--- src/rtl/tlcPkg.sv ---
package tlcPkg;
  typedef enum logic [2:0] {
    PH_A_GO, PH_A_WARN, PH_B_GO, PH_B_WARN, PH_DARK
  } phaseT;

  typedef enum logic [2:0] {
    LD_NONE, LD_GO_A, LD_GO_B, LD_WARN, LD_ZERO
  } loadSelT;

  typedef struct packed {
    loadSelT sel;
    logic    extend;
  } tmrCmdT;
endpackage

--- src/rtl/tlcDivider.sv ---
module tlcDivider #(
  parameter int DIV = 200
) (
  input  logic clk,
  input  logic rstN,
  output logic pulse
);
  localparam int W = (DIV > 1) ? $clog2(DIV) : 1;
  localparam logic [W-1:0] LAST = W'(DIV - 1);

  logic [W-1:0] cnt;

  always_ff @(posedge clk) begin
    if (!rstN)            cnt <= '0;
    else if (cnt == LAST) cnt <= '0;
    else                  cnt <= cnt + 1'b1;
  end

  assign pulse = (cnt == LAST);
endmodule

--- src/rtl/tlcTimer.sv ---
module tlcTimer
  import tlcPkg::*;
#(
  parameter int CLK_HZ   = 200,
  parameter int FLASH_HZ = 2,
  parameter int DUR_W    = 8,
  parameter int WARN_S   = 5,
  parameter int EXTRA_S  = 5
) (
  input  logic             clk,
  input  logic             rstN,
  input  tmrCmdT           cmd,
  input  logic [DUR_W-1:0] greenTimeA,
  input  logic [DUR_W-1:0] greenTimeB,
  output logic             expire,
  output logic             flashOn,
  output logic [DUR_W:0]   secsLeft
);
  localparam int CNT_W      = DUR_W + 1;
  localparam int FLASH_HALF = CLK_HZ / (2 * FLASH_HZ);

  logic tick, flashPulse;
  logic [CNT_W-1:0] cnt, loadVal, goA, goB, extra;

  generate
    for (genvar g = 0; g < 2; g++) begin : gDiv
      if (g == 0) begin : gSec
        tlcDivider #(.DIV(CLK_HZ)) uDiv (.clk(clk), .rstN(rstN), .pulse(tick));
      end else begin : gFlash
        tlcDivider #(.DIV(FLASH_HALF)) uDiv (.clk(clk), .rstN(rstN), .pulse(flashPulse));
      end
    end
  endgenerate

  always_comb begin
    goA   = (greenTimeA == '0) ? CNT_W'(1) : CNT_W'(greenTimeA);
    goB   = (greenTimeB == '0) ? CNT_W'(1) : CNT_W'(greenTimeB);
    extra = cmd.extend ? CNT_W'(EXTRA_S) : '0;
    unique case (cmd.sel)
      LD_GO_A: loadVal = goA + extra;
      LD_GO_B: loadVal = goB + extra;
      LD_WARN: loadVal = CNT_W'(WARN_S);
      default: loadVal = '0;
    endcase
  end

  always_ff @(posedge clk) begin
    if (!rstN)                         cnt <= goA;
    else if (cmd.sel != LD_NONE)       cnt <= loadVal;
    else if (tick && cnt > CNT_W'(1))  cnt <= cnt - 1'b1;
  end

  always_ff @(posedge clk) begin
    if (!rstN)           flashOn <= 1'b0;
    else if (flashPulse) flashOn <= ~flashOn;
  end

  assign expire   = tick && (cnt == CNT_W'(1));
  assign secsLeft = cnt;

  p_count_step_r4: assert property (@(posedge clk) disable iff (!rstN)
    (tick && cnt > CNT_W'(1) && cmd.sel == LD_NONE) |=> (cnt == $past(cnt) - 1'b1));

  p_green_min_r4: assert property (@(posedge clk) disable iff (!rstN)
    (cmd.sel == LD_GO_A || cmd.sel == LD_GO_B) |=> (cnt >= CNT_W'(1)));

  p_warn_len_r3: assert property (@(posedge clk) disable iff (!rstN)
    (cmd.sel == LD_WARN) |=> (cnt == CNT_W'(WARN_S)));
endmodule

--- src/rtl/tlcControl.sv ---
module tlcControl
  import tlcPkg::*;
(
  input  logic   clk,
  input  logic   rstN,
  input  logic   nightMode,
  input  logic   carA,
  input  logic   carB,
  input  logic   walkReqA,
  input  logic   walkReqB,
  input  logic   expire,
  input  logic   flashOn,
  output tmrCmdT cmd,
  output logic   aGreen,
  output logic   aYellow,
  output logic   aRed,
  output logic   bGreen,
  output logic   bYellow,
  output logic   bRed,
  output logic   walkA,
  output logic   walkB,
  output logic   toneOn
);
  phaseT phase, nxt;
  logic  pendA, pendB, servingA, servingB;
  logic  holdA, holdB;

  assign holdA = carA && !carB && !pendB;
  assign holdB = carB && !carA && !pendA;

  always_comb begin
    nxt        = phase;
    cmd.sel    = LD_NONE;
    cmd.extend = 1'b0;
    if (nightMode) begin
      if (phase != PH_DARK) begin
        nxt     = PH_DARK;
        cmd.sel = LD_ZERO;
      end
    end else begin
      unique case (phase)
        PH_DARK: begin
          nxt = PH_A_GO; cmd.sel = LD_GO_A; cmd.extend = pendA;
        end
        PH_A_GO: if (expire && !holdA) begin
          nxt = PH_A_WARN; cmd.sel = LD_WARN;
        end
        PH_A_WARN: if (expire) begin
          nxt = PH_B_GO; cmd.sel = LD_GO_B; cmd.extend = pendB;
        end
        PH_B_GO: if (expire && !holdB) begin
          nxt = PH_B_WARN; cmd.sel = LD_WARN;
        end
        PH_B_WARN: if (expire) begin
          nxt = PH_A_GO; cmd.sel = LD_GO_A; cmd.extend = pendA;
        end
        default: begin
          nxt = PH_A_GO; cmd.sel = LD_GO_A;
        end
      endcase
    end
  end

  always_ff @(posedge clk) begin
    if (!rstN) begin
      phase    <= PH_A_GO;
      pendA    <= 1'b0;
      pendB    <= 1'b0;
      servingA <= 1'b0;
      servingB <= 1'b0;
    end else begin
      phase <= nxt;
      if (cmd.sel == LD_GO_A) begin
        pendA    <= 1'b0;
        servingA <= pendA;
      end else if (walkReqA) begin
        pendA <= 1'b1;
      end
      if (cmd.sel == LD_GO_B) begin
        pendB    <= 1'b0;
        servingB <= pendB;
      end else if (walkReqB) begin
        pendB <= 1'b1;
      end
    end
  end

  always_comb begin
    aGreen  = (phase == PH_A_GO);
    aYellow = (phase == PH_A_WARN) || (phase == PH_DARK && flashOn);
    aRed    = (phase == PH_B_GO) || (phase == PH_B_WARN);
    bGreen  = (phase == PH_B_GO);
    bYellow = (phase == PH_B_WARN) || (phase == PH_DARK && flashOn);
    bRed    = (phase == PH_A_GO) || (phase == PH_A_WARN);
    walkA   = (phase == PH_A_GO) && servingA;
    walkB   = (phase == PH_B_GO) && servingB;
    toneOn  = (phase == PH_A_WARN) || (phase == PH_B_WARN);
  end

  p_interlock_r1: assert property (@(posedge clk) disable iff (!rstN)
    (phase != PH_DARK) |-> (aRed || bRed));

  p_warn_after_go_r1: assert property (@(posedge clk) disable iff (!rstN)
    (phase == PH_A_WARN && $past(phase) != PH_A_WARN) |-> ($past(phase) == PH_A_GO));

  p_one_lamp_r1: assert property (@(posedge clk) disable iff (!rstN)
    (phase != PH_DARK) |-> ($countones({aGreen, aYellow, aRed}) == 1
                            && $countones({bGreen, bYellow, bRed}) == 1));

  p_tone_day_r3: assert property (@(posedge clk) disable iff (!rstN)
    toneOn |-> ($onehot({aYellow, bYellow}) && !nightMode));

  p_dark_lamps_r5: assert property (@(posedge clk) disable iff (!rstN)
    (phase == PH_DARK) |-> (!(aGreen || aRed || bGreen || bRed) && aYellow == bYellow));

  p_hold_a_r6: assert property (@(posedge clk) disable iff (!rstN)
    (phase == PH_A_GO && expire && carA && !carB && !pendB && !nightMode) |=> (phase == PH_A_GO));

  p_release_a_r7: assert property (@(posedge clk) disable iff (!rstN)
    (phase == PH_A_GO && expire && pendB && !nightMode) |=> (phase == PH_A_WARN));

  p_walk_green_r8: assert property (@(posedge clk) disable iff (!rstN)
    (walkA || walkB) |-> (aGreen || bGreen));
endmodule

--- src/rtl/trafficCtrl.sv ---
module trafficCtrl
  import tlcPkg::*;
#(
  parameter int CLK_HZ   = 200,
  parameter int FLASH_HZ = 2,
  parameter int DUR_W    = 8,
  parameter int WARN_S   = 5,
  parameter int EXTRA_S  = 5
) (
  input  logic             clk,
  input  logic             rstN,
  input  logic             nightMode,
  input  logic             carA,
  input  logic             carB,
  input  logic             walkReqA,
  input  logic             walkReqB,
  input  logic [DUR_W-1:0] greenTimeA,
  input  logic [DUR_W-1:0] greenTimeB,
  output logic             aGreen,
  output logic             aYellow,
  output logic             aRed,
  output logic             bGreen,
  output logic             bYellow,
  output logic             bRed,
  output logic             walkA,
  output logic             walkB,
  output logic             toneOn,
  output logic [DUR_W:0]   secsLeft
);
  tmrCmdT cmd;
  logic   expire, flashOn;

  tlcTimer #(
    .CLK_HZ(CLK_HZ), .FLASH_HZ(FLASH_HZ), .DUR_W(DUR_W),
    .WARN_S(WARN_S), .EXTRA_S(EXTRA_S)
  ) uTimer (
    .clk(clk), .rstN(rstN), .cmd(cmd),
    .greenTimeA(greenTimeA), .greenTimeB(greenTimeB),
    .expire(expire), .flashOn(flashOn), .secsLeft(secsLeft)
  );

  tlcControl uControl (
    .clk(clk), .rstN(rstN), .nightMode(nightMode),
    .carA(carA), .carB(carB), .walkReqA(walkReqA), .walkReqB(walkReqB),
    .expire(expire), .flashOn(flashOn), .cmd(cmd),
    .aGreen(aGreen), .aYellow(aYellow), .aRed(aRed),
    .bGreen(bGreen), .bYellow(bYellow), .bRed(bRed),
    .walkA(walkA), .walkB(walkB), .toneOn(toneOn)
  );
endmodule

--- config.mk ---
export PLATFORM = sky130hd
export DESIGN_NAME = trafficCtrl
export DESIGN_NICKNAME = d
export VERILOG_FILES = /design/src/rtl/tlcPkg.sv /design/src/rtl/tlcDivider.sv /design/src/rtl/tlcTimer.sv /design/src/rtl/tlcControl.sv /design/src/rtl/trafficCtrl.sv
export SDC_FILE = /design/constraint.sdc
export NUM_CORES = 1
export LEC_CHECK = 0
export ABC_AREA = 1
export BUFFER_PORTS_ARGS = -buffer_cell sky130_fd_sc_hd__clkbuf_2
export CAP_MARGIN = 10
export CORE_ASPECT_RATIO = 1.2
export CORE_MARGIN = 10
export CORE_UTILIZATION = 45
export DETAILED_ROUTE_END_ITERATION = 12
export GPL_TIMING_DRIVEN = 0
export PLACE_DENSITY = 0.67
export SYNTH_ARGS = -nofsm -noshare
export SYNTH_HDL_FRONTEND = slang
export SYNTH_SLANG_ARGS = --single-unit
--- constraint.sdc ---
create_clock -name clk -period 3.7 [get_ports clk]
set_input_delay 1.11 -clock clk [delete_from_list [all_inputs] [get_ports clk]]
set_output_delay 1.11 -clock clk [all_outputs]
set_load 0.01 [all_outputs]
# Yosys cells after proc, flatten, opt, wreduce, memory -nomap -nowiden
# Index checks and enable logic that the tools add are counted.
dict set report word_totals {
  register_bits 31
  elab_cells 88
  input_bits 23
  out_inout_bits 18
}
dict set report op_classes {
  bitwise_logic 2
  addsub 5
  muxes 23
  n_lt_le_gt_ge 1
  n_reduce_logical 31
  n_eq_ne 17
}
# operator n
set op_table {}
lappend op_table {{$mux W3} 10}
lappend op_table {{$mux W9} 3}
lappend op_table {{$pmux W9 S3} 1}
lappend op_table {{$pmux W3 S4} 2}
lappend op_table {{$add A9 B9 Y9} 2}
lappend op_table {{$logic_not A8 Y1} 2}
lappend op_table {{$mux W8} 2}
lappend op_table {{$eq A3 B2 Y1 const B} 4}
lappend op_table {{$ne A3 B2 Y1 const B} 4}
lappend op_table {{$logic_and A1 B1 Y1} 11}
lappend op_table {{$eq A9 B1 Y1 const B} 1}
lappend op_table {{$gt A9 B1 Y1 const B} 1}
lappend op_table {{$sub A9 B1 Y9 const B} 1}
lappend op_table {{$add A8 B1 Y8 const B} 1}
lappend op_table {{$eq A8 B8 Y1 const B} 1}
lappend op_table {{$reduce_or A2 Y1} 4}
lappend op_table {{$add A6 B1 Y6 const B} 1}
lappend op_table {{$eq A3 B1 Y1 const B} 2}
lappend op_table {{$eq A6 B6 Y1 const B} 1}
lappend op_table {{$logic_not A1 Y1} 6}
lappend op_table {{$mux W2} 3}
lappend op_table {{$logic_or A1 B1 Y1} 5}
lappend op_table {{$reduce_and A5 Y1} 1}
lappend op_table {{$eq A3 B3 Y1 const B} 1}
lappend op_table {{other kinds (8)} 9}

# Longest topological paths before layout
# Gate-level depths: netlist (run 1).
dict set report logic_depth {
  depth_word 12
  mapped_depth 23
  mapped_depth_nobuf 22
}

# Hierarchy
# A second synthesis (run 1) with hierarchy kept.
dict set report unflattened {
  cells_unflattened 345
  hier_area_um2 2347.3
}
# mod area_per_inst_um2 cells_per_inst seq_area_each_um2 n_inst
set by_module_without_submodules {}
lappend by_module_without_submodules {tlcTimer 1066.0 155 290.3 1}
lappend by_module_without_submodules {tlcControl 575.6 94 140.1 1}
lappend by_module_without_submodules {{tlcDivider at uTimer.gDiv[0].gSec.uDiv} 434.2 63 160.2 1}
lappend by_module_without_submodules {{tlcDivider at uTimer.gDiv[1].gFlash.uDiv} 271.5 33 120.1 1}

# Worst setup path after synthesis (run 1)
# No wires, ideal clock.
dict set report synth_timing {
  kind {input to register}
  from {input carA}
  to {register uTimer.cnt[2] (netlist: uTimer.secsLeft[2]), data pin}
  setup_time_ns 0.266
  slack_ns 0.458
  required_ns 3.434
  path_buffers 1
  path_stages 17
  arrival_ns 2.976
  path_cell_list {inv_1 > nor2_1 > nand2_1 > nand4_1 > nand2_1 > nor2_4 > nand3_2 > buf_6 > o31ai_1 > inv_1 > ha_1 > ha_1 > or2_2 > nand3_1 > a21oi_1 > o21ai_1 > o21ai_1}
}
dict set report synth_via {
  elab_chain_cells 12
  elab_cells_between_ends 20
  cone_classes {eq/ne (3); mux (7); reduce/logical (10)}
}
# element line_no
set synth_rtl {}
lappend synth_rtl {{from (decl)} trafficCtrl.sv:13} ;# input logic carA,
lappend synth_rtl {{$logic_not A1 Y1} tlcControl.sv:29} ;# assign holdB = carB && !carA && !pendA;
lappend synth_rtl {{$logic_and A1 B1 Y1 (2 in a row)} tlcControl.sv:29}
lappend synth_rtl {{$logic_not A1 Y1} tlcControl.sv:51} ;# PH_B_GO: if (expire && !holdB) begin
lappend synth_rtl {{$logic_and A1 B1 Y1} tlcControl.sv:51}
lappend synth_rtl {{$mux W2} tlcControl.sv:51}
lappend synth_rtl {{$pmux W3 S4 (*)} tlcControl.sv:41} ;# unique case (phase)
lappend synth_rtl {{$mux W3 (*)} tlcControl.sv:35} ;# if (nightMode) begin
lappend synth_rtl {{$eq A3 B2 Y1 or $eq A3 B1 Y1 (tied branches)} tlcTimer.sv:39} ;# unique case (cmd.sel)
lappend synth_rtl {{$pmux W9 S3} tlcTimer.sv:39}
lappend synth_rtl {{$mux W9 (*)} tlcTimer.sv:49} ;# else if (cmd.sel != LD_NONE) cnt <= loadVal;
lappend synth_rtl {{$mux W9 (*)} tlcTimer.sv:48} ;# if (!rstN) cnt <= goA;
lappend synth_rtl {{to (signal assigned)} tlcTimer.sv:48}
lappend synth_rtl {{to (signal assigned)} tlcTimer.sv:49}
lappend synth_rtl {{to (signal assigned)} tlcTimer.sv:50} ;# else if (tick && cnt > CNT_W'(1)) cnt <= cnt - 1'b1;
lappend synth_rtl {{to (decl)} tlcTimer.sv:23} ;# logic [CNT_W-1:0] cnt, loadVal, goA, goB, extra;
# Mark *: on every way between the ends. The rest lies on a longest branch, timed or not.
# A chain may end at the register's enable or synchronous reset.

# Final worst setup path (run 1)
# Ends and elaborated chain as after synthesis.

==> results.cfg, run 1 <==
[status]
status = finished, final reports clean

[pwr]
clkPwrFrac_pct = 34.7
switching_share_pct = 30.1
cellPowerDensity_nw_per_um2 = 330
ir_drop_mv = 0.272
power.share.sequential_pct = 45.5
power_leakage_uw = 0.00124
switchingPower_uw = 262
p_int_uw = 610
p_comb_share_pct = 19.8

[layout]
fin_nets = 403
fin_cells = 433
drive_gt1_share_pct = 22.5
syn2layout_area_growth_pct = 16.7
antenna_cells = 0

[worst_hold_path]
hold_class = register to register
worstHoldStart = uTimer.gDiv[0].gSec.uDiv.cnt[0]$_SDFF_PP0_

[setup_path]
cp_max_fo = 10
crit_path_cell_trace = clkbuf_2, inv_1, nor2_1, nand2_1, nand4_1, nand2_1, nor2_4, nand3_2, buf_6, o31ai_1, inv_1, ha_1, ha_1, or2_2, nand3_1, a21oi_1, o21ai_1, o21ai_1
cpMaxStageDelayCell = or2_2
cp-startpoint = carA
cp-start-kind = input port
cp-end-kind = register
path_class = input port to register
worstReg2RegStart = uTimer.secsLeft[1]$_DFFE_PP_
required_ns = 3.72
cpPeakStageDelay_ns = 0.27
cp.arrival_ns = 3.31

[route]
firstDrtPassIters = 4
drc = 0
drt-vias-per-instance = 5.08
via_count = 2200
wl_um = 5870
drt_iter0_markers = 146
postRouteAntennaNets = 0
avgRoutedWirePerCell_um = 13.6

[clocking]
postCtsSetupRepairBufs = 0
clkLatencyLatePin_ns = 0.29
cts-resized-gates = 0
numCtsBuffers = 5
cts_root_buffer = clkbuf_8
clkTransAtPathRegs_ns = 0.07
cts_tree = yes
htreeDepth = 2
max-clock-path-buffers = 2
cts_hold_buf = 0
cts_sinks = 31

[floorplan]
dieWidth_um = 84.7
coreArea_sq_um = 4900
row_count = 28
dieArea_sq_um = 8280
die-height_um = 97.7
start_util_pct = 46.1
io_pins = 41

[timing]
final.min_clock_period_ns = 3.29
skew_ns = 0.00505
fin_setup_tns_ns = 0
min_period_over_period_pct = 88.8
finalSetupViolations = 0
rsz0062_at_grt = no
max_slew_margin_pct = 39.4
slew_viol_final = 0
max_freq_mhz = 304
tightest_slew_ns = 0.905
hold_viol_final = 0

[logic_synthesis]
synth_top_flop_cell = dfxtp_1
syn_nets = 356
ys.warnings.count = 0
synth_edf_count = 9
synthesis.instances = 325
synth-seq-cells = 31
ys_seq_area_share_pct = 31.4
syn_area_sq_um = 2260
ys_types = 41
syn_area_per_cell_sq_um = 6.96
synthArstFlopShare_pct = 0

[flow_run]
maxCapViolations = 0

[grt]
grt_max_degree = 11
grt_antenna_before_repair = 0
track_usage_pct = 14.4
grt_pass1_wl_um = 9980
grt_overflow = 0
grt_pass1_vias = 2174

[placed_design]
dp.final_hpwl_um = 4850
dp_cells = 425
gp_congestion = 0.935
port_buffers = 40
kinds of logic after synthesis:
group,Yosys count,synth area share (%)
and+or+nand+nor,174,38.9
buffers and inverters,53,9.13
AOI/OAI and AO/OA,52,13.4
DFF,31,31.4
adders and majority gates,8,4.42
xor gates and xnor gates,7,2.71
synthesized netlist by cell type, drive strengths merged, types with 3 or more instances:
library cell  count  share of area [%]
xor2              6                2.3
nand3            24                6.7
edfxtp            9                 12
a211oi            3                1.0
nor3              6                1.3
a21oi            17                3.9
clkinv            4               0.66
nand2            72                 14
nor2             50                 11
ha                8                4.4
or2               3               0.94
o21ai            23                5.3
inv              46                7.6
dfxtp            22                 19
o31ai             3                1.0
nand4            10                2.8
registers in the layout, indices dropped and copies added, names as in the netlist:
signal	flops
uTimer.gDiv.gFlash.uDiv.cnt	6
uTimer.flashOn	1
uControl.phase	3
uControl.servingA	1
uControl.servingB	1
uTimer.gDiv.gSec.uDiv.cnt	8
uTimer.secsLeft	9
uControl.pendA	1
uControl.pendB	1
routing by layer:
| layer | GRT usage [%] | share of wire, % | vias to the layer above |
|---|---|---|---|
| met5 | 0 | 0 | - |
| met4 | 6.85 | 3.1 | 0 |
| met3 | 4.03 | 6.5 | 17 |
| met2 | 24.5 | 48 | 73 |
| met1 | 16.0 | 43 | 937 |
| li1 | - | - | 1173 |
worst paths after layout:
path,endpoint,slack [ns],cells past startpoint
worst max register to register,uTimer.secsLeft[2]$_DFFE_PP_,0.56,17
worst max-delay path,uTimer.secsLeft[2]$_DFFE_PP_,0.41,18
worst min register to register,uTimer.gDiv[0].gSec.uDiv.cnt[0]$_SDFF_PP0_,0.45,1
worst min-delay path,uTimer.gDiv[0].gSec.uDiv.cnt[0]$_SDFF_PP0_,0.45,1
area by class of cell:
cell class | count | area, sq um
fill | 516 | 2260
clock inverter | 1 | 6.26
sequential | 31 | 711
timing repair buffer | 40 | 200
tap | 60 | 75.1
inverter | 50 | 188
multi-input combinational | 241 | 1350
clock buffer | 7 | 96.3
buffer | 3 | 18.8
critical path, delay by kind of cell:
| family | cells | cell delay [ns] |
|---|---|---|
| compound gates | 4 | 0.41 |
| fa+ha+maj | 2 | 0.38 |
| buf+inv | 4 | 0.39 |
| simple gates | 8 | 1.03 |
power by group through the flow:
stage	logic (uW)	registers, uW	clock network [uW]
floorplan	108	406	0
global placement	173	403	0
finish	173	397	302
CTS	176	397	307
global route	199	401	322
detailed placement	174	405	0
placed cells by master (no fill, tap or decap), types with 2 or more instances in the layout:
master    synthesis  routed
clkbuf_8          0       7
o211ai_1          2       2
ha_1              8       8
or3_1             2       2
clkinv_1          4       4
nand3b_1          2       2
dfxtp_1          22      22
nor2_1           38      38
edfxtp_1          9       9
inv_2             6       6
nor2_4            5       5
a21oi_1          16      16
o21ai_0          13      13
clkbuf_2          0      40
nand2_2           3       3
nor2_2            7       7
nand4_1          10      10
inv_1            40      40
nand2_4           2       2
o31ai_1           3       3
nor3b_1           2       2
nand3_1          19      19
a211oi_1          3       3
or2_2             2       2
clkbuf_1          2       2
nand3_2           4       4
o21ai_1           9       9
nor3_1            6       6
nand2_1          66      66
nor4_1            2       2
xor2_1            6       6
stage by stage:
step / setup WS (ns) / area (sq um) / total power [uW] / util (%) / hold WS [ns]
finish: 0.415 / 2640 / 872 / 53.8 / 0.447
global route: 0.176 / 2640 / 922 / 53.8 / 0.464
CTS: 0.440 / 2640 / 880 / 53.8 / 0.456
detailed placement: 0.136 / 2540 / 579 / 51.7 / 0.441
global placement: 0.148 / 2540 / 576 / 51.7 / 0.431
floorplan: 0.458 / 2260 / 514 / - / 0.418
Power figures use the tool's default switching activity.
==> run 2: changes to the inputs <==
--- a/config.mk
+++ b/config.mk
@@ -6,14 +6,15 @@
 export NUM_CORES = 1
 export LEC_CHECK = 0
 export ABC_AREA = 1
-export BUFFER_PORTS_ARGS = -buffer_cell sky130_fd_sc_hd__clkbuf_2
 export CAP_MARGIN = 10
 export CORE_ASPECT_RATIO = 1.2
 export CORE_MARGIN = 10
 export CORE_UTILIZATION = 45
 export DETAILED_ROUTE_END_ITERATION = 12
+export DONT_BUFFER_PORTS = 1
 export GPL_TIMING_DRIVEN = 0
-export PLACE_DENSITY = 0.67
+export PLACE_DENSITY = 0.6
+export SLEW_MARGIN = 20
 export SYNTH_ARGS = -nofsm -noshare
 export SYNTH_HDL_FRONTEND = slang
 export SYNTH_SLANG_ARGS = --single-unit
==> run 2 against run 1 <==
  * Clock-buffer cell count did not move
  * Worst hold slack improved by 0.012 ns
  * Flip-flop and latch count did not move
  * Non-clock buffer count fell by 40
  * Register-to-register slack got worse by 0.08 ns
  * Fmax rose by 1.9%
  * Sequential power rose by 2%
==> results.cfg, run 2 (synthesized netlist as in run 1, its figures left out) <==
[clocking]
clkLatencyLatePin_ns = 0.28
cts_hold_buf = 0
max-clock-path-buffers = 2
htreeDepth = 2
numCtsBuffers = 5
cts_tree = yes
clkTransAtPathRegs_ns = 0.07
cts-resized-gates = 0
postCtsSetupRepairBufs = 0
cts_sinks = 31
cts_root_buffer = clkbuf_8

[setup_path]
cp_max_fo = 10
r2r_slack_ns = 0.48
worstReg2RegEnd = uTimer.secsLeft[2]$_DFFE_PP_
required_ns = 3.72
worstReg2RegStart = uTimer.secsLeft[1]$_DFFE_PP_
cp.arrival_ns = 3.25
cp-start-kind = register
cp-endpoint = uTimer.secsLeft[2]$_DFFE_PP_
cp-end-kind = register
cp-startpoint = uTimer.secsLeft[1]$_DFFE_PP_
path_class = register to register
r2r_cells = 17

[floorplan]
die-height_um = 97.7
coreArea_sq_um = 4900
row_count = 28
dieWidth_um = 84.7
io_pins = 41
dieArea_sq_um = 8280
start_util_pct = 46.1

[layout]
final_cell_mix = nand2_1 (66), inv_1 (40), nor2_1 (38)
final_cell_area_sq_um = 2450
final_common_cell = nand2_1
drive_gt1_share_pct = 13.2
antenna_cells = 0
fin_nets = 363
largest_reg_flops = 9
syn2layout_area_growth_pct = 8.30

[route]
drt-vias-per-instance = 5.31
drc = 0
firstDrtPassIters = 4
avgRoutedWirePerCell_um = 14.9
drt_iter0_markers = 133
via_count = 2086
postRouteAntennaNets = 0
wl_um = 5860

[pwr]
cellPowerDensity_nw_per_um2 = 354
power_leakage_uw = 0.00107
ir_drop_mv = 0.244

[placed_design]
postPlaceCellArea_sq_um = 2340
port_buffers = 0
dp.final_hpwl_um = 4750
gp_congestion = 0.846
pre_cts_slack_ns = 0.236

[timing]
slew_viol_final = 0
finalSetupViolations = 0
final.min_clock_period_ns = 3.22
fin_ws_ns = 0.476
max_slew_margin_pct = 38.1
skew_ns = 0.00660
max_freq_mhz = 310
tightest_slew_ns = 0.924
rsz0062_at_grt = no
hold_viol_final = 0
fin_setup_tns_ns = 0
min_period_over_period_pct = 87.1

[grt]
grt_max_degree = 11
grt_pass1_wl_um = 9940
grt_antenna_before_repair = 0
grt_pass1_vias = 2036
track_usage_pct = 14.3
grt_overflow = 0

[status]
status = finished, final reports clean

[worst_hold_path]
hold_class = register to register

[flow_run]
maxCapViolations = 0
## run 2: worst min-delay path by stage
stage,to,cells after the start,slack (ns),startpoint
final,uTimer.gDiv[0].gSec.uDiv.cnt[0]$_SDFF_PP0_,1,0.46,uTimer.gDiv[0].gSec.uDiv.cnt[0]$_SDFF_PP0_
after detailed placement,uControl.servingA$_SDFFE_PN0P_,2,0.46,uControl.servingA$_SDFFE_PN0P_
after global placement,uTimer.gDiv[0].gSec.uDiv.cnt[0]$_SDFF_PP0_,1,0.43,uTimer.gDiv[0].gSec.uDiv.cnt[0]$_SDFF_PP0_
after CTS,uControl.servingA$_SDFFE_PN0P_,2,0.47,uControl.servingA$_SDFFE_PN0P_
after global routing,uTimer.gDiv[0].gSec.uDiv.cnt[0]$_SDFF_PP0_,1,0.49,uTimer.gDiv[0].gSec.uDiv.cnt[0]$_SDFF_PP0_
after floorplan,uTimer.gDiv[0].gSec.uDiv.cnt[0]$_SDFF_PP0_,1,0.42,uTimer.gDiv[0].gSec.uDiv.cnt[0]$_SDFF_PP0_
## run 2: per-stage QoR
step / hold WS, ns / utilization (%) / std cells / power (uW)
detailed placement: 0.456 / 47.7 / 385 / 550
global placement: 0.434 / 47.7 / 385 / 548
global route: 0.494 / 49.9 / 393 / 910
finish: 0.459 / 49.9 / 393 / 868
floorplan: 0.418 / - / 325 / 514
CTS: 0.467 / 49.9 / 393 / 879
## run 2: worst max-delay path, stage by stage, from the launching register on
cell,delay (ns)
edfxtp_1,0.49
inv_1,0.12
ha_1,0.16
nand3_2,0.12
nor2_4,0.21
nand4_1,0.16
nand3_2,0.18
nand3_2,0.12
buf_6,0.18
o31ai_1,0.19
inv_1,0.06
ha_1,0.20
ha_1,0.20
or2_2,0.27
nand3_1,0.09
a21oi_1,0.07
o21ai_1,0.08
o21ai_1,0.07
## run 2: cell type report
class                      count  area, sq um
multi-input combinational    241         1350
clock buffer                   7          108
sequential                    31          711
buffer                         3         18.8
inverter                      50          188
tap                           60         75.1
fill                         516         2450
clock inverter                 1         5.00
## run 2: power breakdown
part / leakage [uW] / internal, uW / switching, uW
registers: 0.000274 / 376 / 30.4
clock network: 0.0000594 / 191 / 136
logic: 0.000740 / 45.9 / 89.0
total: 0.00107 / 612 / 256
## run 2: per-layer routing
layer,global-route usage (%),wire [um],share of wire (%),vias up
met3,4.45,393,6.7,7
met4,4.31,58,0.99,0
met2,24.7,2950,50,53
li1,-,-,-,1086
met5,0,0,0,-
met1,16.2,2460,42,940
